--- config.mk ---
export PLATFORM = sky130hd
export DESIGN_NAME = bcd_addsub_unit
export DESIGN_NICKNAME = d
export VERILOG_FILES = /design/src/rtl/bcd_pkg.sv /design/src/rtl/bcd_nines.sv /design/src/rtl/bcd_digit_slice.sv /design/src/rtl/bcd_ripple_chain.sv /design/src/rtl/bcd_addsub_unit.sv
export SDC_FILE = /design/constraint.sdc
export NUM_CORES = 1
export LEC_CHECK = 0
export BUFFER_PORTS_ARGS = -buffer_cell sky130_fd_sc_hd__buf_2
export CORE_ASPECT_RATIO = 0.5
export CORE_MARGIN = 2
export CORE_UTILIZATION = 40
export CTS_CLUSTER_DIAMETER = 100
export DETAILED_ROUTE_END_ITERATION = 6
export GPL_ROUTABILITY_DRIVEN = 0
export PLACE_DENSITY = 0.7
export SKIP_LAST_GASP = 1
export SLEW_MARGIN = 15
export SYNTH_ARGS = -nofsm -noshare
export SYNTH_HDL_FRONTEND = slang
export SYNTH_SLANG_ARGS = --single-unit
--- constraint.sdc ---
create_clock -name clk -period 19.49 [get_ports clk]
set_input_delay 1.949 -clock clk [delete_from_list [all_inputs] [get_ports clk]]
set_output_delay 1.949 -clock clk [all_outputs]
set_load 0.05 [all_outputs]
--- src/rtl/bcd_pkg.sv ---
package bcd_pkg;
    typedef enum logic [1:0] {
        ST_IDLE = 2'd0,
        ST_EVAL = 2'd1,
        ST_DONE = 2'd2
    } ctl_state_t;

    localparam logic [3:0] NINES_ADJ = 4'b1010;
    localparam logic [3:0] DEC_ADJ   = 4'b0110;
endpackage

--- src/rtl/bcd_nines.sv ---
module bcd_nines (
    input  logic       en,
    input  logic [3:0] digit_in,
    output logic [3:0] digit_out
);
    import bcd_pkg::*;
    logic [3:0] flipped;
    always_comb begin
        flipped   = ~digit_in;
        digit_out = en ? (flipped + NINES_ADJ) : digit_in;
    end
endmodule

--- src/rtl/bcd_digit_slice.sv ---
module bcd_digit_slice (
    input  logic [3:0] x,
    input  logic [3:0] y,
    input  logic       cin,
    output logic [3:0] sum,
    output logic       cout
);
    import bcd_pkg::*;
    logic [4:0] raw;
    logic       k;
    logic [3:0] z;
    always_comb begin
        raw  = {1'b0, x} + {1'b0, y} + {4'b0, cin};
        k    = raw[4];
        z    = raw[3:0];
        cout = k | (z[3] & z[2]) | (z[3] & z[1]);
        sum  = cout ? (z + DEC_ADJ) : z;
    end
endmodule

--- src/rtl/bcd_ripple_chain.sv ---
module bcd_ripple_chain #(
    parameter int DIGITS = 4,
    localparam int W = 4 * DIGITS
) (
    input  logic         sub,
    input  logic [W-1:0] opa,
    input  logic [W-1:0] opb,
    output logic [W-1:0] sum,
    output logic         cout
);
    logic [DIGITS:0] carry;
    assign carry[0] = sub;
    assign cout     = carry[DIGITS];

    for (genvar i = 0; i < DIGITS; i++) begin : g_digit
        logic [3:0] yd;
        bcd_nines u_nines (
            .en       (sub),
            .digit_in (opb[4*i +: 4]),
            .digit_out(yd)
        );
        bcd_digit_slice u_slice (
            .x   (opa[4*i +: 4]),
            .y   (yd),
            .cin (carry[i]),
            .sum (sum[4*i +: 4]),
            .cout(carry[i+1])
        );
    end
endmodule

--- src/rtl/bcd_addsub_unit.sv ---
module bcd_addsub_unit #(
    parameter int DIGITS = 4,
    localparam int W = 4 * DIGITS
) (
    input  logic         clk,
    input  logic         rst_n,
    input  logic         start,
    input  logic         sub,
    input  logic [W-1:0] a,
    input  logic [W-1:0] b,
    output logic         busy,
    output logic         done,
    output logic [W-1:0] result,
    output logic         carry_out
);
    import bcd_pkg::*;

    ctl_state_t   state, state_nx;
    logic [W-1:0] a_q, b_q;
    logic         sub_q;
    logic [W-1:0] chain_sum;
    logic         chain_cout;

    bcd_ripple_chain #(.DIGITS(DIGITS)) u_chain (
        .sub (sub_q),
        .opa (a_q),
        .opb (b_q),
        .sum (chain_sum),
        .cout(chain_cout)
    );

    always_comb begin
        state_nx = state;
        unique case (state)
            ST_IDLE: if (start) state_nx = ST_EVAL;
            ST_EVAL: state_nx = ST_DONE;
            ST_DONE: state_nx = ST_IDLE;
            default: state_nx = ST_IDLE;
        endcase
    end

    always_ff @(posedge clk) begin
        if (!rst_n) state <= ST_IDLE;
        else        state <= state_nx;
    end

    always_ff @(posedge clk) begin
        if (!rst_n) begin
            a_q       <= '0;
            b_q       <= '0;
            sub_q     <= 1'b0;
            result    <= '0;
            carry_out <= 1'b0;
        end else begin
            unique case (state)
                ST_IDLE: if (start) begin
                    a_q   <= a;
                    b_q   <= b;
                    sub_q <= sub;
                end
                ST_EVAL: begin
                    result    <= chain_sum;
                    carry_out <= chain_cout;
                end
                ST_DONE: ;
                default: ;
            endcase
        end
    end

    always_comb begin
        busy = (state != ST_IDLE);
        done = (state == ST_DONE);
    end
endmodule

# Yosys cells after proc, flatten, opt, wreduce, memory -nomap -nowiden
# Index checks and enable logic that the tools add are counted.
op_classes:
  n_addsub: 16
  reduce_logical: 3
  bitwise: 20
  n_mux: 10
  eq_ne: 3
op_table:
  columns: ["cell", "n"]
  rows:
  - ["4-bit 2-to-1 mux", 8]
  - ["4-bit by 4-bit adder with 5-bit output", 4]
  - ["5-bit by 1-bit adder with 5-bit output", 4]
  - ["4-bit by 3-bit adder with 4-bit output (second input constant)", 4]
  - ["4-bit adder (second input constant)", 4]
  - ["4-bit inverter", 4]
  - ["1-bit bitwise AND", 8]
  - ["1-bit bitwise OR", 8]
  - ["2-bit case mux with 2 select lines", 1]
  - ["2-bit by 1-bit equality test with 1-bit output (second input constant)", 1]
  - ["2-bit equality test (second input constant)", 1]
  - ["2-bit zero test", 1]
  - ["2-bit 2-to-1 mux", 1]
  - ["2-bit != test (second input constant)", 1]
  - ["2-bit AND reduction", 1]
  - ["2-bit nonzero test", 1]
word_totals:
  input_bits: 36
  word_cells: 58
  reg_bits: 52
  output_inout_bits: 19

# Logic depth before layout (Yosys ltp)
logic_depth:
  depth_word: 21
  depth_mapped: 27
  depth_no_buf: 26

# Cells and area by module
# Synthesis repeated with hierarchy kept, for this count alone.
unflattened:
  hier_cells: 445
  hier_area_um2: 3522.1
by_module_without_submodules:
  columns: ["module", "area_per_inst_um2", "seq_area_each_um2", "cells_per_inst", "n_inst"]
  rows:
  - ["bcd_addsub_unit", 1929.4, 1041.0, 229, 1]
  - ["bcd_digit_slice at u_chain.g_digit[0].u_slice ...", 340.3, 0.0, 45, 2]
  - ["bcd_digit_slice at u_chain.g_digit[2].u_slice", 341.6, 0.0, 45, 1]
  - ["bcd_digit_slice at u_chain.g_digit[1].u_slice", 330.3, 0.0, 45, 1]
  - ["bcd_nines", 60.1, 0.0, 9, 4]

# Least setup slack after synthesis
# OpenSTA, ideal clock, no wires.
synth_timing:
  kind: "flip-flop to flip-flop"
  startpoint: "reg sub_q"
  endpoint: "reg result[14]"
  period_less_slack_ps: 6864
  required_time_ps: 19420
  stages_incl_launch_ff: 26
  t_arrival_ps: 6794
  path_slack_ps: 12626
  path_buffers: 3
  cell_sequence: "dfxtp_1 -> buf_2 -> clkbuf_1 -> o21ai_0 -> ha_1 -> clkbuf_1 -> a21oi_1 -> o22ai_1 -> nor3_2 -> o21a_1 -> fa_1 -> fa_1 -> xor2_2 -> a221oi_2 -> a311oi_4 -> fa_1 -> fa_1 -> nor3b_1 -> a2bb2oi_1 -> o211ai_1 -> fa_1 -> fa_1 -> nand4b_1 -> a311oi_4 -> mux2_2 -> a21oi_1"
synth_via:
  elab_chain_len: 19
  word_cells_on_any_way: 30
synth_lines:
  columns: ["element", "line_no", "source"]
  rows:
  - ["start: declaration", "bcd_addsub_unit.sv:20", "logic sub_q;"]
  - ["start signal: assignment", "bcd_addsub_unit.sv:59", "sub_q <= sub;"]
  - ["4-bit 2-to-1 mux", "bcd_nines.sv:10", "digit_out = en ? (flipped + NINES_ADJ) : digit_in;"]
  - ["4-bit by 4-bit adder with 5-bit output", "bcd_digit_slice.sv:13", "raw = {1'b0, x} + {1'b0, y} + {4'b0, cin};"]
  - ["5-bit by 1-bit adder with 5-bit output", "bcd_digit_slice.sv:13", null]
  - ["1-bit bitwise AND", "bcd_digit_slice.sv:16", "cout = k | (z[3] & z[2]) | (z[3] & z[1]);"]
  - ["1-bit bitwise OR (2 in a row)", "bcd_digit_slice.sv:16", null]
  - ["5-bit by 1-bit adder with 5-bit output", "bcd_digit_slice.sv:13", null]
  - ["1-bit bitwise AND", "bcd_digit_slice.sv:16", null]
  - ["1-bit bitwise OR (2 in a row)", "bcd_digit_slice.sv:16", null]
  - ["5-bit by 1-bit adder with 5-bit output", "bcd_digit_slice.sv:13", null]
  - ["1-bit bitwise AND", "bcd_digit_slice.sv:16", null]
  - ["1-bit bitwise OR (2 in a row)", "bcd_digit_slice.sv:16", null]
  - ["5-bit by 1-bit adder with 5-bit output (*)", "bcd_digit_slice.sv:13", null]
  - ["parallel branches: the longest is 3 deep, another holds 4-bit by 3-bit adder with 4-bit output", null, null]
  - ["4-bit 2-to-1 mux (*)", "bcd_digit_slice.sv:17", "sum = cout ? (z + DEC_ADJ) : z;"]
  - ["end signal: assignment", "bcd_addsub_unit.sv:62", "result <= chain_sum;"]
  - ["end: declaration", "bcd_addsub_unit.sv:13", "output logic [W-1:0] result,"]
# Mark *: on every way between the ends.
# A chain may end at the register's enable or synchronous reset.

# Worst setup path in the final report
layout_timing:
  startpoint: "reg b_q[1]"
  endpoint: "reg result[14]"
layout_via:
  elab_chain_len: 21
  word_cells_on_any_way: 26
layout_lines:
  columns: ["element", "line_no", "source"]
  rows:
  - ["start: declaration", "bcd_addsub_unit.sv:19", "logic [W-1:0] a_q, b_q;"]
  - ["start signal: assignment", "bcd_addsub_unit.sv:50", "b_q <= '0;"]
  - ["start signal: assignment", "bcd_addsub_unit.sv:58", "b_q <= b;"]
  - ["4-bit inverter", "bcd_nines.sv:9", "flipped = ~digit_in;"]
  - ["4-bit adder", "bcd_nines.sv:10", null]
  - ["4-bit 2-to-1 mux (*)", "bcd_nines.sv:10", null]
  - ["4-bit by 4-bit adder with 5-bit output (*)", "bcd_digit_slice.sv:13", null]
  - ["5-bit by 1-bit adder with 5-bit output (*)", "bcd_digit_slice.sv:13", null]
  - ["1-bit bitwise AND", "bcd_digit_slice.sv:16", null]
  - ["1-bit bitwise OR", "bcd_digit_slice.sv:16", null]
  - ["1-bit bitwise OR (*)", "bcd_digit_slice.sv:16", null]
  - ["[3 not listed]", null, null]
  - ["1-bit bitwise OR (*)", "bcd_digit_slice.sv:16", null]
  - ["5-bit by 1-bit adder with 5-bit output (*)", "bcd_digit_slice.sv:13", null]
  - ["1-bit bitwise AND", "bcd_digit_slice.sv:16", null]
  - ["1-bit bitwise OR", "bcd_digit_slice.sv:16", null]
  - ["1-bit bitwise OR (*)", "bcd_digit_slice.sv:16", null]
  - ["5-bit by 1-bit adder with 5-bit output (*)", "bcd_digit_slice.sv:13", null]
  - ["parallel branches: the longest is 3 deep, another holds 4-bit by 3-bit adder with 4-bit output", null, null]
  - ["4-bit 2-to-1 mux (*)", "bcd_digit_slice.sv:17", null]
# Marks and branches as above.

==> qor.csv <==
metric,value,unit
finalInstanceArea,3480,um2
cts.path.max_buffers,2,
grt-ovfl-total,0,
p_total,0.000293,W
synth.top_cell.area_share,0.348,
synthTopCellsByArea,"dfxtp_1 35%, nand2_1 11%, ha_1 8.4%",
areaGrowthSynthToFinish,16.1,%
hold_depth,2,
routed_wirelength,6210,um
worstSetupPathType,flip-flop to flip-flop,
rsz0062_at_grt,false,
drtPass1Iterations,5,
dpl_cell_area,3320,um2
avgSynthCellArea,8.18,um2
grt_usage,0.160,
synth_commonest_cells,"85 x nand2_1, 52 x dfxtp_1, 44 x a21oi_1",
place_inst,497,
coreArea,7290,um2
fill_cells,723,
nNetsFinal,471,
r2r_setup_slack,12190,ps
yosys.cell_types.count,44,
report.final.slew_viol_count,0,
worstReg2RegStart,b_q[1]$_SDFFE_PN0P_,
tns,0,ps
post-route-period-util,0.374,
drive_above_1_share,0.191,
required,19710,ps
timing.fmax,137,MHz
dp_hpwl,4640,um
r2r_cells,25,
cts_resized,0,
netlist_area,2990,um2
hold_viol,0,
die_h,65.2,um
yosysTopAreaCell,dfxtp_1,
cts_sinks,52,
path_clk_slew,60,ps
grt_pass1_vias,2318,
synth_edf_count,0,
grt_max_degree,35,
grt_pass1_wl,10600,um
ys_ff_latch,52,
min_to,b_q[2]$_SDFFE_PN0P_,
layout.cells.non_filler,504,
worstSetupEndpointType,flip-flop,
h-tree-depth,2,
syn_inst,366,
start_kind,flip-flop,
leakage,1.43,nW
drv_cap,0,
hp-start,b_q[2]$_SDFFE_PN0P_,
antenna-diode-count,0,
root_buffer,clkbuf_16,
via_per_inst,5.04,
seq_area_frac_synth,0.348,
worstSetupStartpoint,b_q[1]$_SDFFE_PN0P_,
synth_ff_type,dfxtp_1,
hold_buffers,0,
vias,2540,
first_iter_violations,113,
tightest_slew,1080,ps
cts_tree,done,
numCtsBuffers,5,
die_w,126,um
rows,22,
slew_headroom,0.277,
drc,0,
fin_crit,7300,ps
pwr_density_cell,84.2,nW/um2
outcome,"finished, final reports clean",
fin_util,0.477,
initial_core_util,0.410,
clock_skew,7.08,ps
async_flop_share,0,
vdd_drop_max,0.0000412,V
wl_per_cell,12.3,um
reg2reg_to,result[14]$_SDFFE_PN0N_,
postRouteAntennaNets,0,
hp-class,flip-flop to flip-flop,
portBuffers,54,
pin_count,55,
clk_latency,290,ps
cts_setup_buffers,0,
ys_warn_count,0,
critPathMaxFanout,11,
setup_viol,0,
dieArea,8240,um2
cp.arrival,7510,ps
antenna_found_initial,0,
syn_nets,429,
yosysMostFrequentCell,nand2_1,
## flip-flops by register name, summed over array words and instances, names as in the netlist
name       cells
state          2
sub_q          1
carry_out      1
result        16
b_q           16
a_q           16
## cells in the final DEF, fill, tap and decap left out, types with 3 or more instances in the layout
cell type  synthesis  final
clkbuf_16          0      5
mux2_2             4      4
o21a_1             3      3
inv_1             21     21
buf_2              2     54
or3_1              4      4
xor2_1             4      4
nand2_1           85     84
ha_1              20     20
o211ai_1           3      3
a21oi_1           44     44
xnor2_1           11     11
nor3_1             4      4
nor2_1            13     13
nor2b_1            6      5
fa_1               7      7
dfxtp_1           52     52
o21ai_0           17     17
a211oi_1           7      7
a31oi_1            5      5
## cell families (layout without fill, tap and decap cells)
| kind of cell | Yosys count | in the layout | share of synthesized area |
|---|---|---|---|
| XOR/XNOR | 17 | 17 | 0.0547 |
| multiplexers | 5 | 5 | 0.0184 |
| adder cells (fa/ha/maj) | 27 | 27 | 0.130 |
| flip-flops | 52 | 52 | 0.348 |
| buffers and inverters | 43 | 85 | 0.0547 |
| AND/OR/NAND/NOR | 130 | 130 | 0.196 |
| AO/OA/AOI/OAI | 92 | 92 | 0.198 |
## worst max-delay path, stage by stage, from the launching register on
cell       delay (ps)
dfxtp_1           400
inv_1              60
ha_1              290
nand2_1            60
o21ai_0           100
ha_1              500
a21oi_1           110
o22ai_1           180
nor3_2             90
o21a_1            200
fa_1              410
fa_1              450
xor2_2            190
a221oi_2          350
a311oi_4          100
fa_1              450
fa_1              530
nor3b_1           180
a2bb2oi_1         140
o211ai_1          230
fa_1              480
fa_1              600
nand4b_1          170
a311oi_4          410
mux2_2            380
a21oi_1           130
## worst max-delay path by stage
stage,cells after the start,endpoint,slack [ps]
2_1_floorplan,25,result[14]$_SDFFE_PN0N_,12630
3_3_place_gp,23,result[14]$_SDFFE_PN0N_,12400
3_5_place_dp,23,result[14]$_SDFFE_PN0N_,12230
4_1_cts,25,result[14]$_SDFFE_PN0N_,12190
5_1_grt,22,result[14]$_SDFFE_PN0N_,11690
6_report,25,result[14]$_SDFFE_PN0N_,12190
## routing by layer
metal	global-route usage	vias up	part of all wire	wire length, um
li1	-	1330	-	-
met1	0.206	1154	0.50	3110
met2	0.272	48	0.45	2790
met3	0.0318	8	0.036	225
met4	0.0563	0	0.013	81
met5	0	-	0	0
## stage by stage
stage / setup slack (ps) / hold slack, ps
3_5_place_dp: 12230 / 449
4_1_cts: 12190 / 458
6_report: 12190 / 455
3_3_place_gp: 12400 / 444
5_1_grt: 11690 / 471
2_1_floorplan: 12630 / 436
## area by class of cell
type / instances / area (um2) / share of cell area
inverters: 22 / 82.6 / 0.0238
flip-flops and latches: 52 / 1040 / 0.299
repair buffers: 56 / 285 / 0.0821
well taps: 96 / 120 / 0.0346
multi-input cells: 271 / 1790 / 0.516
clock buffers: 7 / 153 / 0.0439
## report_power, final
group / total, W / switching [W] / internal, W
sequential: 0.000119 / 0.00000501 / 0.000114
combinational: 0.0000831 / 0.0000507 / 0.0000324
clock: 0.0000909 / 0.0000370 / 0.0000539
No activity file was read; power rests on OpenSTA's default activity.
